## config.mk

```make
export PLATFORM = sky130hd
export DESIGN_NAME = branch_link_unit
export DESIGN_NICKNAME = d
export VERILOG_FILES = /design/src/rtl/blu_pkg.sv /design/src/rtl/blu_ctrl.sv /design/src/rtl/blu_datapath.sv /design/src/rtl/branch_link_unit.sv
export SDC_FILE = /design/constraint.sdc
export NUM_CORES = 1
export LEC_CHECK = 0
export BUFFER_PORTS_ARGS = -buffer_cell sky130_fd_sc_hd__buf_2
export CAP_MARGIN = 25
export CORE_ASPECT_RATIO = 0.6
export CORE_UTILIZATION = 45
export CTS_CLUSTER_SIZE = 14
export DETAILED_ROUTE_END_ITERATION = 10
export GPL_ROUTABILITY_DRIVEN = 0
export MAX_ROUTING_LAYER = met4
export PLACE_DENSITY = 0.74
export SLEW_MARGIN = 0
export SYNTH_ARGS = -nofsm -noshare
export SYNTH_HDL_FRONTEND = slang
export SYNTH_SLANG_ARGS = --single-unit
```

## constraint.sdc

```tcl
create_clock -name clk -period 6.4 [get_ports clk]
set_input_delay 0.96 -clock clk [delete_from_list [all_inputs] [get_ports clk]]
set_output_delay 0.96 -clock clk [all_outputs]
set_load 0.02 [all_outputs]
```

## src/rtl/blu_pkg.sv

```systemverilog
package blu_pkg;
  localparam int DATA_W    = 32;
  localparam int ADDR_W    = 6;
  localparam int REG_W     = 5;
  localparam int COND_W    = 4;
  localparam int FLAG_N    = 1 << COND_W;
  localparam int NULL_ADDR = 39;
  localparam int LINK_OFS  = 32;
  localparam logic [3:0] BR_OPCODE = 4'b1111;

  typedef struct packed {
    logic load;     // latch a new branch result
    logic relMode;  // target relative to PC
    logic addReg;   // add bank-A register value
  } dpStrobe_t;
endpackage

```

## src/rtl/blu_ctrl.sv

```systemverilog
module blu_ctrl
  import blu_pkg::*;
(
  input  logic                clk,
  input  logic                rstN,
  input  logic                instValid,
  input  logic [DATA_W-1:0]   instHi,
  input  logic [FLAG_N-1:0]   condFlags,
  output dpStrobe_t           strobes,
  output logic [REG_W-1:0]    rdAddrA,
  output logic                outValid,
  output logic                taken,
  output logic [1:0]          portEn,
  output logic [1:0]          portBank,
  output logic [ADDR_W-1:0]   portAddr [2]
);
  logic isBranch;
  logic condHit;
  logic crossX;
  logic [COND_W-1:0] condSel;
  logic [ADDR_W-1:0] fieldAddr [2];
  logic unusedHi;

  assign isBranch     = instValid && (instHi[31:28] == BR_OPCODE);
  assign condSel      = instHi[23:20];
  assign condHit      = condFlags[condSel];
  assign crossX       = instHi[12];
  assign fieldAddr[0] = instHi[11:6];
  assign fieldAddr[1] = instHi[5:0];
  assign rdAddrA      = instHi[17:13];
  assign unusedHi     = ^instHi[27:24];

  assign strobes.load    = isBranch;
  assign strobes.relMode = instHi[19];
  assign strobes.addReg  = instHi[18];

  always_ff @(posedge clk) begin
    if (!rstN) begin
      outValid <= 1'b0;
      taken    <= 1'b0;
    end else begin
      outValid <= isBranch;
      taken    <= isBranch && condHit;
    end
  end

  // port 0 = add path (link), port 1 = multiply path (target)
  for (genvar p = 0; p < 2; p++) begin : g_port
    logic bankSel;
    assign bankSel = (p == 0) ? crossX : !crossX;
    always_ff @(posedge clk) begin
      if (!rstN) begin
        portEn[p]   <= 1'b0;
        portBank[p] <= 1'b0;
        portAddr[p] <= '0;
      end else begin
        portEn[p] <= isBranch && condHit && (fieldAddr[p] != ADDR_W'(NULL_ADDR));
        if (isBranch) begin
          portBank[p] <= bankSel;
          portAddr[p] <= fieldAddr[p];
        end
      end
    end
  end

  p_strobe_follows_r2: assert property (@(posedge clk) disable iff (!rstN)
    isBranch |=> outValid);
  p_quiet_after_idle_r2: assert property (@(posedge clk) disable iff (!rstN)
    !isBranch |=> (!outValid && portEn == 2'b00));
  p_no_write_untaken_r10: assert property (@(posedge clk) disable iff (!rstN)
    (outValid && !taken) |-> (portEn == 2'b00));
  p_null_addr_r9: assert property (@(posedge clk) disable iff (!rstN)
    portEn[0] |-> (portAddr[0] != ADDR_W'(NULL_ADDR)));
  p_banks_apart_r8: assert property (@(posedge clk) disable iff (!rstN)
    outValid |-> (portBank[0] != portBank[1]));
endmodule

```

## src/rtl/blu_datapath.sv

```systemverilog
module blu_datapath
  import blu_pkg::*;
(
  input  logic               clk,
  input  logic               rstN,
  input  dpStrobe_t          strobes,
  input  logic [DATA_W-1:0]  instLo,
  input  logic [DATA_W-1:0]  pcIn,
  input  logic [DATA_W-1:0]  rdDataA,
  output logic [DATA_W-1:0]  target,
  output logic [DATA_W-1:0]  linkVal
);
  logic [DATA_W-1:0] aheadPc;
  logic [DATA_W-1:0] baseAddr;
  logic [DATA_W-1:0] regTerm;
  logic [DATA_W-1:0] nextTarget;

  assign aheadPc    = pcIn + DATA_W'(LINK_OFS);
  assign baseAddr   = strobes.relMode ? (aheadPc + instLo) : instLo;
  assign regTerm    = strobes.addReg ? rdDataA : '0;
  assign nextTarget = baseAddr + regTerm;

  always_ff @(posedge clk) begin
    if (!rstN) begin
      target  <= '0;
      linkVal <= '0;
    end else if (strobes.load) begin
      target  <= nextTarget;
      linkVal <= aheadPc;
    end
  end

  p_link_ahead_r7: assert property (@(posedge clk) disable iff (!rstN)
    strobes.load |=> (linkVal == $past(pcIn) + DATA_W'(LINK_OFS)));
  p_hold_r2: assert property (@(posedge clk) disable iff (!rstN)
    !strobes.load |=> $stable(target));
endmodule

```

## src/rtl/branch_link_unit.sv

```systemverilog
module branch_link_unit
  import blu_pkg::*;
(
  input  logic         clk,
  input  logic         rstN,
  input  logic         instValid,
  input  logic [31:0]  instLo,
  input  logic [31:0]  instHi,
  input  logic [31:0]  pcIn,
  input  logic [15:0]  condFlags,
  output logic [4:0]   rdAddrA,
  input  logic [31:0]  rdDataA,
  output logic         outValid,
  output logic         taken,
  output logic [31:0]  target,
  output logic         addWrEn,
  output logic         addWrBank,
  output logic [5:0]   addWrAddr,
  output logic [31:0]  addWrData,
  output logic         mulWrEn,
  output logic         mulWrBank,
  output logic [5:0]   mulWrAddr,
  output logic [31:0]  mulWrData
);
  dpStrobe_t strobes;
  logic [1:0] portEn;
  logic [1:0] portBank;
  logic [ADDR_W-1:0] portAddr [2];
  logic [DATA_W-1:0] linkVal;

  blu_ctrl u_ctrl (
    .clk(clk), .rstN(rstN), .instValid(instValid), .instHi(instHi),
    .condFlags(condFlags), .strobes(strobes), .rdAddrA(rdAddrA),
    .outValid(outValid), .taken(taken), .portEn(portEn),
    .portBank(portBank), .portAddr(portAddr)
  );

  blu_datapath u_dp (
    .clk(clk), .rstN(rstN), .strobes(strobes), .instLo(instLo),
    .pcIn(pcIn), .rdDataA(rdDataA), .target(target), .linkVal(linkVal)
  );

  assign addWrEn   = portEn[0];
  assign addWrBank = portBank[0];
  assign addWrAddr = portAddr[0];
  assign addWrData = linkVal;
  assign mulWrEn   = portEn[1];
  assign mulWrBank = portBank[1];
  assign mulWrAddr = portAddr[1];
  assign mulWrData = target;

  p_enable_needs_taken_r10: assert property (@(posedge clk) disable iff (!rstN)
    (addWrEn || mulWrEn) |-> (taken && outValid));
  p_mul_carries_target_r8: assert property (@(posedge clk) disable iff (!rstN)
    mulWrEn |-> (mulWrData == target));
endmodule

```

# Word-level counts from Yosys, hierarchy flattened
# Cells that the tools add are included.
dict set report word_totals {
  ff_bits 82
  input_bits 147
  elab_cells 26
  output_inout_bits 119
}
dict set report classes {
  eq_ne 3
  n_lt_le_gt_ge 1
  add_sub_neg 3
  n_reduce_logical 5
  mux 4
}
# op count
set op_table {}
lappend op_table {{$add A32 B32 Y32} 2}
lappend op_table {{$mux W32} 2}
lappend op_table {{$add A32 B6 Y32 const B} 1}
lappend op_table {{$ne A6 B6 Y1 const B} 2}
lappend op_table {{$lt A4 B5 Y1 const B} 1}
lappend op_table {{$bmux W1 S4} 1}
lappend op_table {{$eq A4 B4 Y1 const B} 1}
lappend op_table {{$logic_and A1 B1 Y1} 4}
lappend op_table {{$logic_not A1 Y1} 1}
lappend op_table {{$mux W1} 1}

# Depth between registers and ports, before layout
# Gate-level depths: netlist of run 1.
dict set report logic_depth {
  depth_word 4
  depth_mapped 27
  ltp_nobuf 25
}

# Hierarchy
# From an unflattened synthesis of run 1, not the netlist that was laid out.
dict set report hier_totals {
  cells_unflattened 931
  area_unflattened_um2 7363.3
}
# module area_each_um2 seq_area_each_um2 cells_each instances
set by_module_without_submodules {}
lappend by_module_without_submodules {blu_datapath 6269.8 1281.2 802 1}
lappend by_module_without_submodules {blu_ctrl 853.3 360.3 97 1}
lappend by_module_without_submodules {branch_link_unit 240.2 0.0 32 1}

# Worst setup path after synthesis of run 1
# No wires, ideal clock.
dict set report synth_timing {
  kind {input to register}
  startpoint {input port pcIn[5]}
  endpoint {register u_dp.target[31]}
  setup_ps 82
  cell_stages 25
  required_ps 6318
  path_buffers 1
  slack_ps 717
  arrival_ps 5601
  path_cell_list {ha_1 and3_1 clkbuf_1 xor2_1 ha_1 and3_1 nand3_1 a21oi_1 o21ai_0 or2_2 nor2_1 nor2_1 xnor2_1 mux2_2 ha_1 nand4_1 nor2_1 or4b_1 o22a_1 a21oi_1 a41oi_1 a31o_1 nand4b_1 mux2_2 o2111ai_1}
}
dict set report synth_between {
  elab_chain_cells 4
}
# item line
set synth_lines {}
lappend synth_lines {{start, declared} branch_link_unit.sv:9} ;# input logic [31:0] pcIn,
lappend synth_lines {{$add A32 B6 Y32} blu_datapath.sv:18} ;# assign aheadPc = pcIn + DATA_W'(LINK_OFS);
lappend synth_lines {{named net u_dp.aheadPc[11]} blu_datapath.sv:13} ;# logic [DATA_W-1:0] aheadPc;
lappend synth_lines {{$add A32 B32 Y32} blu_datapath.sv:19} ;# assign baseAddr = strobes.relMode ? (aheadPc + instLo) : instLo;
lappend synth_lines {{$mux W32} blu_datapath.sv:19}
lappend synth_lines {{$add A32 B32 Y32} blu_datapath.sv:21} ;# assign nextTarget = baseAddr + regTerm;
lappend synth_lines {{end signal, assigned} blu_datapath.sv:28} ;# target <= nextTarget;
lappend synth_lines {{end, declared} blu_datapath.sv:10} ;# output logic [DATA_W-1:0] target,
# The timed path passes the listed nets, and every way through them passes these cells.
# A chain may end at the register's enable or synchronous reset.

# Worst setup path after layout of run 1
dict set report layout_timing {
  startpoint {input port pcIn[8]}
  endpoint {register u_dp.target[31]}
}
# Same word-level chain as after synthesis.

==> results of run 1 <==
## how the worst min path moves through the flow
stage                                startpoint                          endpoint  slack, ns  depth (start not counted)
5_1_grt         u_ctrl.portAddr[4]$_SDFFE_PN0P_   u_ctrl.portAddr[4]$_SDFFE_PN0P_       0.48                          2
4_1_cts         u_ctrl.portAddr[2]$_SDFFE_PN0P_   u_ctrl.portAddr[2]$_SDFFE_PN0P_       0.46                          2
2_1_floorplan   u_ctrl.portAddr[0]$_SDFFE_PN0P_   u_ctrl.portAddr[0]$_SDFFE_PN0P_       0.53                          2
6_report        u_ctrl.portAddr[2]$_SDFFE_PN0P_   u_ctrl.portAddr[2]$_SDFFE_PN0P_       0.45                          2
3_5_place_dp    u_ctrl.portAddr[2]$_SDFFE_PN0P_   u_ctrl.portAddr[2]$_SDFFE_PN0P_       0.45                          2
3_3_place_gp   u_ctrl.portAddr[10]$_SDFFE_PN0P_  u_ctrl.portAddr[10]$_SDFFE_PN0P_       0.44                          2
## metal layers
metal | share of wire | vias to the layer above | global-route usage
met5 | 0 | - | -
met4 | 0.011 | 0 | 0.0531
met3 | 0.069 | 16 | 0.0629
met2 | 0.44 | 224 | 0.411
met1 | 0.48 | 3475 | 0.349
li1 | - | 3843 | -
## power groups by stage
stage	Combinational, W	Clock (W)	Sequential [W]
after detailed placement	0.000678	0	0.000537
after CTS	0.000684	0.000611	0.000526
after floorplan	0.000491	0	0.000549
after global routing	0.000761	0.000631	0.000527
final	0.000689	0.000596	0.000526
after global placement	0.000668	0	0.000537
## cells by family (layout without fill, tap and decap cells)
| family | count (synthesis) | in the layout | share of synthesized area |
|---|---|---|---|
| flip-flops | 82 | 82 | 0.220 |
| XOR/XNOR | 71 | 71 | 0.0834 |
| adder cells (fa/ha/maj) | 71 | 71 | 0.121 |
| AND/OR/NAND/NOR | 394 | 394 | 0.253 |
| buffers and inverters | 105 | 308 | 0.0720 |
| other | 0 | 6 | 0 |
| multiplexers | 33 | 33 | 0.0567 |
| AO/OA/AOI/OAI | 224 | 224 | 0.194 |
## tightest hold or removal path, stage by stage (launching register included)
cell,delay (ns)
dfxtp_1,0.31
nand2_1,0.05
a21oi_1,0.05
## cell type report
type	instances	area (um^2)
diodes	6	15.0
clock buffers	9	225
clock inverters	7	106
fillers	1611	7200
inverters	28	105
multi-input cells	793	5300
flip-flops and latches	82	1640
well taps	209	262
repair buffers	264	1370
## per-stage QoR
stage                     hold slack, ns   util
after floorplan                    0.535      -
after global placement             0.439  0.533
after detailed placement           0.446  0.533
after CTS                          0.456  0.554
after global routing               0.481  0.556
final                              0.453  0.556
## flip-flops by register name, indices dropped and copies added (netlist names)
signal,flops
u_ctrl.outValid,1
u_ctrl.portAddr,12
u_ctrl.portBank,2
u_ctrl.portEn,2
u_ctrl.taken,1
u_dp.linkVal,32
u_dp.target,32
## placed cells by master (no fill, tap or decap), types with 9 or more instances in the layout
cell       instances
buf_2            251
nand2_1          107
nor2_1            99
a21oi_1           90
dfxtp_1           82
ha_1              69
xnor2_1           49
nor3_1            43
nand3_1           36
o21ai_0           36
and2_1            35
inv_1             27
mux2_2            24
a21o_1            23
xor2_1            22
and3_1            16
nand4_1           12
buf_4             12
o21bai_1           9
a31oi_1            9
clkbuf_16          9
==> metrics, run 1 <==
Rel. slew slack=0.606; synthesized cell area=between 0.007 and 0.008 mm^2; PwrDens=about 200 mW/mm^2; pre-CTS WS=a little over 0.08 ns; status=complete, no violations; root buf cell=clkbuf_16; Tmin final=around 6.0 ns; Net Sw Frac=0.351; Avg Inst Size Synth=7.61 um^2; cells after synthesis=about 1,000; Critical path origin=pcIn[8]; CP top delay family=simple AND/OR/NAND/NOR gates; Placed Instance Area=approximately 0.0086 mm^2; warnings from Yosys=0; CP endpoint=u_dp.target[31]$_SDFFE_PN0P_; reg2reg start=u_dp.target[8]$_SDFFE_PN0P_; crit path cell chain=buf_2 > and3_1 > and3_1 > and3_1 > xor2_1 > ha_1 > o211a_1 > o2111ai_1 > nor3b_1 > nor3_1 > o21ai_0 > xor2_1 > mux2_2 > ha_1 > nand4_1 > nor2_1 > or4b_1 > o22a_1 > a21oi_1 > a41oi_1 > a31o_1 > nand4b_1 > mux2_2 > o2111ai_1; Area contributors post-synth=dfxtp_1, ha_1, a21oi_1; TNS Setup=0 ns; final-stage net count=around 1.4k; fin area=between 0.009 and 0.01 mm^2; clk_skew=0 ns; final cell count without fillers=~1.4k; post-synthesis cell type count=69; R2R depth=2; Max Freq=167 MHz; H-tree Lvls=3; CP peak stage delay=around 0.47 ns; number of global-route vias before repair=approximately 6.8k; Clk pwr share=0.329; most common cell in the netlist=nand2_1; Reg clk slew, reported paths=around 0.07 ns; Slowest cell on crit path=nor3b_1; # clock sinks=just over 80; Final Hold Violating Endpoints=0; core area=around 0.016 mm^2; Setup CP Type=in -> reg; Slew Limit Fails=0; die area=roughly 0.017 mm^2; postcts setup bufs=0; unrepaired setup endpoints after global routing=false; synth cell count leaders=nand2_1, nor2_1, a21oi_1; initial antenna violation count=5; Die Ht=~100 um; DR WL/cell=~16 um; PostCTS Resize Cnt=0; post-synth top area share=0.220; TritonCTS clock tree=done; Startpoint Class=input pin; Net Sw Power=~0.00064 W; Yosys top cell by area=dfxtp_1; fin crit share=0.934; Total Power=between 0.0015 and 0.002 W; static leakage=approximately 4.3 nW; crit path buf inv count=1; number of buffers added on ports=~250; Primary FF master, synth=dfxtp_1; hpwl dp=17.6 mm; Worst Path Required=~6.7 ns; Critical Path Sink Type=register; total grt overflow=0; DRT Pass-1 Iters=5; async set-reset flop share out of synthesis=0; maximum clock path buffer count=2; syn nets=1,198; Total Routing Usage GR=0.264; Gate power share=0.381; Worst-Skew Late Latency=between 0.3 and 0.4 ns; sequential share of power=0.290; area delta synth->final=20.9%; Yosys reg bits=82; DRT Wirelength=22.2 mm; Vias=between 7k and 8k; Initial Util=0.460; Worst Tran Pin Value=roughly 0.6 ns; DRC=0; ratio of cells with drive above 1 in the final layout=0.280; Peak VDD IR=approximately 0.12 mV; Final setup viols=0; Internal=about 0.0012 W; sequential fraction of the synthesis area=0.220; CP Max Fanout=4; DR iter-0 viols=~490; Die Width=around 170 um; Post-synth EDFFs=0; r2r setup slk=5.62 ns; placed cells=around 1.4k; Max-cap violations=0; Worst EP arrival=roughly 6.2 ns; worst hold path type=reg -> reg; largest net degree at the start of global routing=82; Post-CTS Hold Buffers=0; Via-to-Cell Ratio=roughly 5.4; first-pass GRT wire length=34.6 mm; WP depth=24; I/O pins=about 270; number of clock buffers inserted by TritonCTS=9; R2R Path End=u_dp.target[8]$_SDFFE_PN0P_; Setup WS post-layout=between 0.4 and 0.5 ns; number of placement rows=36; Final ANT Viol Nets=0; crit-path most repeated cell=and3_1
No activity file was read; power rests on OpenSTA's default activity.
==> inputs of run 2 (changes only) <==
--- a/config.mk
+++ b/config.mk
@@ -6,14 +6,16 @@
 export NUM_CORES = 1
 export LEC_CHECK = 0
 export BUFFER_PORTS_ARGS = -buffer_cell sky130_fd_sc_hd__buf_2
-export CAP_MARGIN = 25
+export CAP_MARGIN = 40
 export CORE_ASPECT_RATIO = 0.6
+export CORE_MARGIN = 3
 export CORE_UTILIZATION = 45
 export CTS_CLUSTER_SIZE = 14
 export DETAILED_ROUTE_END_ITERATION = 10
 export GPL_ROUTABILITY_DRIVEN = 0
 export MAX_ROUTING_LAYER = met4
 export PLACE_DENSITY = 0.74
+export RECOVER_POWER = 50
 export SLEW_MARGIN = 0
 export SYNTH_ARGS = -nofsm -noshare
 export SYNTH_HDL_FRONTEND = slang
==> metrics, run 2 (synthesized netlist as in run 1, its figures left out) <==
sequential share of power=0.301 (+0.011); Rel. slew slack=0.410 (-0.196); Net Sw Power=0.000648 W (+2.0%); initial antenna violation count=4 (-1); clk_skew=0 ns (unchanged); largest net degree at the start of global routing=82 (unchanged); Vias=7,628 (+0.93%); # clock sinks=82 (unchanged); Die Width=172 um (+2.4%); Gate power share=0.392 (+0.011); wl on met1=10.8 mm (+0.46%); PostCTS Resize Cnt=0 (unchanged); Clk pwr share=0.307 (-0.022); I/O pins=266 (unchanged); Worst-Skew Late Latency=0.34 ns (about the same); core area=0.0158 mm^2 (-2.8%); DRC=0 (unchanged); Initial Util=0.473 (+0.0131); Worst EP arrival=6.25 ns (about the same); TritonCTS clock tree=done; Worst Tran Pin Value=0.885 ns (+0.294 ns); hpwl dp=17.9 mm (+1.6%); Setup CP Type=in -> reg; Net Sw Frac=0.371 (+0.0199); Final ANT Viol Nets=0 (unchanged); number of placement rows=35 (-2.8%); die area=0.0182 mm^2 (+6.4%); met3 routed WL=1.64 mm (+8.2%); largest registers=u_dp.linkVal x32, u_dp.target x32, u_ctrl.portAddr x12; Total Routing Usage GR=0.244 (-0.0205); Startpoint Class=input pin; Via-to-Cell Ratio=5.50 (+1.7%); ratio of cells with drive above 1 in the final layout=0.196 (-0.0842); Peak VDD IR=0.140 mV (+17%); Hold Slack=0.459 ns (+0.00604 ns); final-stage net count=1,394 (-0.14%); PwrDens=198 mW/mm^2 (-1.6%); DRT Wirelength=22.6 mm (+1.8%); Max Freq=167 MHz (-0.23%); maximum clock path buffer count=2 (unchanged); Max-cap violations=0 (unchanged); H-tree Lvls=3 (unchanged); unrepaired setup endpoints after global routing=false; met2 WL post-DR=9.99 mm (+3.0%); number of global-route vias before repair=7,007 (+2.6%); Critical Path Sink Type=register; Post-CTS Hold Buffers=0 (unchanged); CP Max Fanout=5 (+1); Slew Limit Fails=0 (unchanged); Final setup viols=0 (unchanged); Worst Path Required=6.66 ns (about the same); Internal=0.00110 W (-6.5%); root buf cell=clkbuf_16; most frequent cells in the layout=buf_2, nand2_1, clkbuf_1; Die Ht=106 um (+3.9%); Tmin final=5.99 ns (+0.0136 ns); total grt overflow=0 (unchanged); highest metal used=met4; number of clock buffers inserted by TritonCTS=9 (unchanged); fin crit share=0.936 (+0.00212); TNS Setup=0 ns (unchanged); area delta synth->final=18.6%; worst hold path type=reg -> reg; DR iter-0 viols=488 (+0.41%); Reg clk slew, reported paths=0.07 ns (about the same); postcts setup bufs=0 (unchanged); Final Hold Violating Endpoints=0 (unchanged); static leakage=3.82 nW (-11%); DR WL/cell=16.3 um (+2.6%); status=complete, no violations; first-pass GRT wire length=34.9 mm (+0.84%); number of buffers added on ports=251 (unchanged); commonest non-fill, non-tap cell in the layout=buf_2; DRT Pass-1 Iters=5 (unchanged)
-- run 2: final timing paths --
kind              cells past startpoint                              end                             from  slack (ns)
setup reg to reg                      2      u_dp.target[8]$_SDFFE_PN0P_      u_dp.target[8]$_SDFFE_PN0P_        5.61
setup / recovery                     23     u_dp.target[31]$_SDFFE_PN0P_                          pcIn[8]        0.41
hold / removal                        2  u_ctrl.portAddr[4]$_SDFFE_PN0P_  u_ctrl.portAddr[4]$_SDFFE_PN0P_        0.46
hold reg to reg                       2  u_ctrl.portAddr[4]$_SDFFE_PN0P_  u_ctrl.portAddr[4]$_SDFFE_PN0P_        0.46
-- run 2: per-stage QoR --
step           cell area, um^2  utilization  worst slack (ns)  std cells  power [W]
4_1_cts                   8940        0.567             0.413       1384    0.00176
3_3_place_gp              8630        0.548             0.195       1368    0.00120
5_1_grt                   8840        0.561            0.0188       1388    0.00185
6_report                  8840        0.561             0.409       1388    0.00175
3_5_place_dp              8630        0.548            0.0742       1368    0.00121
2_1_floorplan             7460            -             0.717        980    0.00104
-- run 2: per-layer routing --
layer	vias to the layer above	global-route usage
li1	3835	-
met5	-	-
met1	3523	0.327
met2	255	0.383
met3	15	0.0513
met4	0	0.0427
-- run 2: power groups by stage --
stage	Combinational, W	Sequential [W]	Clock [W]
6_report	0.000684	0.000526	0.000537
5_1_grt	0.000754	0.000527	0.000567
4_1_cts	0.000680	0.000526	0.000551
3_5_place_dp	0.000674	0.000537	0
3_3_place_gp	0.000664	0.000537	0
2_1_floorplan	0.000491	0.000549	0
-- run 2: worst max-delay path: stages --
cell	delay (ns)
buf_2	0.11
and3_1	0.17
and3_1	0.28
nand3_1	0.13
xnor2_1	0.18
ha_1	0.25
or2_2	0.33
a221oi_2	0.18
a21oi_1	0.17
or3_1	0.38
o21ai_0	0.31
xnor2_1	0.16
a21oi_1	0.10
ha_1	0.42
inv_1	0.09
or4b_1	0.52
o22a_1	0.24
a21oi_1	0.31
a41oi_1	0.18
a31o_1	0.24
nand4b_1	0.18
mux2_2	0.28
o2111ai_1	0.08
-- run 2: area by class of cell --
type | instances | area [um^2]
fill | 1644 | 6920
multi-input combinational | 793 | 5310
sequential | 82 | 1640
timing repair buffer | 262 | 1210
tap | 203 | 254
clock buffer | 9 | 225
inverter | 28 | 105
clock inverter | 7 | 81.3
antenna | 4 | 10.0
